===== src/rtl/ir_pwm_timer.sv =====
module ir_pwm_timer #(
  parameter int NCH = 5,
  parameter int CW  = 16,
  parameter int AW  = 4
) (
  input  logic           clk,
  input  logic           rst_n,
  input  logic           wr_en,
  input  logic [AW-1:0]  addr,
  input  logic [CW-1:0]  wdata,
  output logic [CW-1:0]  rd_data,
  input  logic [NCH-1:0] cap_in,
  input  logic           carrier_tick,
  input  logic           carrier_out,
  output logic [NCH-1:0] ch_out
);
  localparam int A_CTRL   = 0;
  localparam int A_PERIOD = 1;
  localparam int A_COUNT  = 2;
  localparam int A_FLAGS  = 3;
  localparam int CFG_BASE = 4;
  localparam int VAL_BASE = CFG_BASE + NCH;
  localparam int PW       = 7;

  logic           run, ir_mode;
  logic [1:0]     psel;
  logic [CW-1:0]  period, cnt;
  logic [PW-1:0]  pre_cnt, pre_lim;
  logic           ovf;
  logic [NCH-1:0] cap_flag, cap_d, cap_mode, cap_hit, pwm;
  logic [1:0]     edge_sel [NCH];
  logic [CW-1:0]  chval    [NCH];

  logic wr_ctrl, wr_period, cnt_wr, wr_flags, pre_hit, tick, wrap;

  assign wr_ctrl   = wr_en && addr == AW'(A_CTRL);
  assign wr_period = wr_en && addr == AW'(A_PERIOD);
  assign cnt_wr    = wr_en && addr == AW'(A_COUNT);
  assign wr_flags  = wr_en && addr == AW'(A_FLAGS);

  always_comb begin
    case (psel)
      2'd0:    pre_lim = PW'(0);
      2'd1:    pre_lim = PW'(7);
      2'd2:    pre_lim = PW'(31);
      default: pre_lim = PW'(127);
    endcase
  end

  assign pre_hit = pre_cnt == pre_lim;
  assign tick    = run && (ir_mode ? carrier_tick : pre_hit);
  assign wrap    = tick && cnt >= period;

  always_ff @(posedge clk or negedge rst_n) begin
    if (!rst_n) begin
      run     <= 1'b0;
      ir_mode <= 1'b0;
      psel    <= 2'd0;
      period  <= '1;
    end else begin
      if (wr_ctrl) begin
        run     <= wdata[0];
        psel    <= wdata[2:1];
        ir_mode <= wdata[3];
      end
      if (wr_period) period <= wdata;
    end
  end

  always_ff @(posedge clk or negedge rst_n) begin
    if (!rst_n)                                   pre_cnt <= '0;
    else if (!run || ir_mode || cnt_wr || pre_hit) pre_cnt <= '0;
    else                                          pre_cnt <= pre_cnt + 1'b1;
  end

  always_ff @(posedge clk or negedge rst_n) begin
    if (!rst_n)       cnt <= '0;
    else if (cnt_wr)  cnt <= '0;
    else if (wrap)    cnt <= '0;
    else if (tick)    cnt <= cnt + 1'b1;
  end

  always_ff @(posedge clk or negedge rst_n) begin
    if (!rst_n)                     ovf <= 1'b0;
    else if (wrap)                  ovf <= 1'b1;
    else if (wr_flags && wdata[0])  ovf <= 1'b0;
  end

  always_ff @(posedge clk or negedge rst_n) begin
    if (!rst_n) cap_d <= '0;
    else        cap_d <= cap_in;
  end

  for (genvar i = 0; i < NCH; i++) begin : g_ch
    logic rise, fall;
    assign rise       = cap_in[i] & ~cap_d[i];
    assign fall       = ~cap_in[i] & cap_d[i];
    assign cap_hit[i] = cap_mode[i] & ((edge_sel[i][0] & rise) | (edge_sel[i][1] & fall));
    assign pwm[i]     = ~cap_mode[i] & (cnt < chval[i]);

    always_ff @(posedge clk or negedge rst_n) begin
      if (!rst_n) begin
        cap_mode[i] <= 1'b0;
        edge_sel[i] <= 2'b00;
      end else if (wr_en && addr == AW'(CFG_BASE + i)) begin
        cap_mode[i] <= wdata[0];
        edge_sel[i] <= wdata[2:1];
      end
    end

    always_ff @(posedge clk or negedge rst_n) begin
      if (!rst_n)                                    chval[i] <= '0;
      else if (cap_hit[i])                           chval[i] <= cnt;
      else if (wr_en && addr == AW'(VAL_BASE + i))   chval[i] <= wdata;
    end

    always_ff @(posedge clk or negedge rst_n) begin
      if (!rst_n)                        cap_flag[i] <= 1'b0;
      else if (cap_hit[i])               cap_flag[i] <= 1'b1;
      else if (wr_flags && wdata[i+1])   cap_flag[i] <= 1'b0;
    end
  end

  assign ch_out = pwm & {NCH{~ir_mode | carrier_out}};

  always_comb begin
    rd_data = '0;
    case (addr)
      AW'(A_CTRL):   rd_data = CW'({ir_mode, psel, run});
      AW'(A_PERIOD): rd_data = period;
      AW'(A_COUNT):  rd_data = cnt;
      AW'(A_FLAGS):  rd_data = CW'({cap_flag, ovf});
      default:       rd_data = '0;
    endcase
    for (int i = 0; i < NCH; i++) begin
      if (addr == AW'(CFG_BASE + i)) rd_data = CW'({edge_sel[i], cap_mode[i]});
      if (addr == AW'(VAL_BASE + i)) rd_data = chval[i];
    end
  end
endmodule



===== config.mk =====
export PLATFORM = sky130hd
export DESIGN_NAME = ir_pwm_timer
export DESIGN_NICKNAME = d
export VERILOG_FILES = /design/src/rtl/ir_pwm_timer.sv
export SDC_FILE = /design/constraint.sdc
export NUM_CORES = 1
export LEC_CHECK = 0
export BUFFER_PORTS_ARGS = -buffer_cell sky130_fd_sc_hd__buf_4
export CAP_MARGIN = 30
export CORE_MARGIN = 2
export CORE_UTILIZATION = 63
export DETAILED_ROUTE_END_ITERATION = 7
export GPL_ROUTABILITY_DRIVEN = 1
export PLACE_DENSITY_LB_ADDON = 0.12
export SYNTH_ARGS = -nofsm -noshare
export SYNTH_HDL_FRONTEND = slang
export SYNTH_SLANG_ARGS = --single-unit

===== constraint.sdc =====
create_clock -name clk -period 2.8 [get_ports clk]
set_clock_uncertainty 0.1 [all_clocks]
set_input_delay 0.28 -clock clk [delete_from_list [all_inputs] [get_ports clk]]
set_output_delay 0.28 -clock clk [all_outputs]
set_load 0.005 [all_outputs]

==> flow_summary.ini <==
[logic_synthesis]
syn_nets = 1261
synth_adder_area_share_pct = 11.4
synthesis.area_mm2 = 0.0102
synth-simple-area-share_pct = 14.3
yosysTopAreaCellShare_pct = 32.6
synth_area_per_cell_um2 = 8.96
synthTopCellsByArea = dfrtp_1 33%, ha_1 11%, mux2i_1 9.6%
synth-xor-area-share_pct = 1.37
ys.flop_type = dfrtp_1
synth_top_family_by_area = compound AO/OA/AOI/OAI gates
ys_types = 55
ys_ff_latch = 149
synth_seq_area_share_pct = 36.8
synth_async_sr_flop_share_pct = 100
synthMuxAreaShare_pct = 13.8
synth_common_cells = 133 x dfrtp_1, 114 x nor2_1, 112 x a21oi_1, 100 x inv_1, 98 x mux2i_1
synth_cells = 1138
synth_top_cell_by_area = dfrtp_1
synth_compound_area_share_pct = 15.9
post-synth-top-count-cell = dfrtp_1
synth_edf_count = 0
yosys_warnings = 0

[place]
routabilityCongestion = 0.920
pre_cts_ws_ns = 0.301
dp_hpwl_mm = 20.7
port-buffer-count = 50

[routing]
first_pass_iters = 8
routed_wl_mm = 29.1
dr.first_iter.drc_count = 1217
post_drt_wl_per_cell_um = 20.5
dr_total_vias = 8915
ant_nets = 0
drc = 3
via_per_inst = 6.29

[finish]
drive_gt1_share_pct = 16.6
nets = 1312
syn_to_final_growth_pct = 14.4
n_antenna_cell = 0

[sta]
slew_violations = 0
relSlewSlack_pct = 43.8
fin_crit_sh_pct = 101
tightest_slew_ns = 0.842
fmax_mhz = 355
finalSetupViolCount = 1
period_minus_slack_ns = 2.82
rsz0062_at_grt = true
finalWorstSetupSlack_ns = -0.0203
finalHoldViolations = 0

[cts]
htreeDepth = 4
cts_max_path_buffers = 2
cts.sinks = 149
cts_tree = yes
path_clk_slew_ns = 0.06
root_buffer = clkbuf_16
clk-insertion-delay-late_ns = 0.43
cts_buffers = 17

[floorplanning]
core_area_mm2 = 0.0158
die_h_um = 131
die_area_mm2 = 0.0172
ios = 51
rows = 46
die_w_um = 131
initial_core_util_pct = 64.4

[setup_path]
crit_path_end_kind = primary output
worst_setup_path_start_kind = flop
r2r_end = cnt[6]
cp.required_ns = 2.42
ff2ff_setup_slack_ns = 0.24
cp_max_fo = 6
setup.worst_path.class = reg2out
startpoint = cnt[10]
worst-r2r-cell-count = 7
critPathArrivalTime_ns = 2.44
reg2reg_from = period[14]
critPathCapture = ch_out[4]

[grt]
grt_first_pass_wirelength_mm = 46.2
grt_pass1_vias = 8461
grt_overflow = 0
grt_max_degree = 70
antenna_found_initial = 0
grt.total_usage_pct = 34.4

[run_status]
violations = DRC, setup timing
status = finished with violations

[power]
finalPower_mw = 10.9
p_leak_nw = 6.01
vdd_drop_max_mv = 0.549
power_density_mw_per_mm2 = 931

[run]
drv_cap = 0

[min_path]
holdPathStages = 2
min_path_type = in2reg
worst min path at each step:
stage                   from    endpoint  slack, ns
finish              wdata[9]   period[9]       0.08
CTS                 wdata[9]   period[9]       0.06
detailed placement     rst_n  pre_cnt[3]       0.24
floorplan              rst_n    cap_d[0]      -0.12
global placement       rst_n  pre_cnt[2]       0.24
global route        wdata[9]   period[9]       0.06
area by class of cell:
| class | count | area (um2) |
|---|---|---|
| Timing Repair Buffer | 104 | 823 |
| Fill cell | 1185 | 4160 |
| Sequential cell | 149 | 3750 |
| Clock inverter | 13 | 156 |
| Clock buffer | 19 | 443 |
| Multi-Input combinational cell | 817 | 5840 |
| Inverter | 100 | 375 |
| Tap cell | 216 | 270 |
cell usage in the layout (no fill, tap or decap), types with 6 or more instances in the layout:
cell type	instances
o21ai_0	40
a211oi_1	6
a222oi_1	10
dfstp_2	16
nor4_1	15
a21oi_1	110
clkbuf_16	17
ha_1	91
nand4_1	10
and3_1	9
inv_1	100
mux2i_1	98
nor2b_1	11
nor3_1	24
mux2_2	36
nand3b_1	8
o211ai_1	7
o22ai_1	16
xnor2_1	14
nand2_1	84
dlygate4sd3_1	6
a21o_1	25
nor2_1	113
nand2b_1	11
buf_4	93
nand3_1	15
dfrtp_1	128
metal layers:
metal / vias up / wire length (um) / track usage (%)
li1: 4130 / - / -
met1: 4293 / 12900 / 50.5
met2: 431 / 12900 / 52.4
met3: 61 / 2580 / 5.79
met4: 0 / 733 / 10.8
met5: - / 0 / 0
registers in the layout, summed over array words and instances (netlist names):
name      flops
chval        80
cnt          16
period       16
edge_sel     10
pre_cnt       7
cap_d         5
cap_flag      5
cap_mode      5
psel          2
ir_mode       1
ovf           1
run           1
cell families after synthesis:
logic type	count (synthesis)
adder cells (fa/ha/maj)	93
AO/OA/AOI/OAI	258
AND/OR/NAND/NOR	315
flip-flops	149
multiplexers	135
buffers and inverters	172
XOR/XNOR	16
power by group:
part           switching, mW  total (mW)  internal, mW
registers              0.846        3.88          3.03
clock network          0.945        2.37          1.42
logic                   2.48        4.62          2.14
critical path, stage by stage, from the launching register on:
cell and delay [ns]:
dfrtp_1 0.43, buf_4 0.19, ha_1 0.32, nand3_1 0.13, nor2_1 0.09, a2111oi_2 0.35
o211ai_1 0.17, a31oi_1 0.19, buf_4 0.14
timing repair:
item / in CTS / in global routing
hold buffers: 6 / 0
resized for setup: 5 / 11
setup endpoints to repair: 4 / 3
setup buffers: 0 / 2
pin swaps: 1 / 4
endpoints found under the hold margin: 62 / 0
stage by stage:
stage / hold WS [ns] / instances / setup TNS (ns) / cell area [um2] / util, %
after floorplan: -0.116 / 1138 / 0 / 10200 / -
after global placement: 0.237 / 1378 / 0 / 10900 / 69.1
after detailed placement: 0.241 / 1378 / 0 / 10900 / 69.1
after CTS: 0.0620 / 1416 / 0 / 11600 / 73.3
after global routing: 0.0646 / 1418 / -0.116 / 11700 / 73.7
final: 0.0753 / 1418 / -0.0203 / 11700 / 73.7
Note: power is estimated with default switching activity, not from simulation.
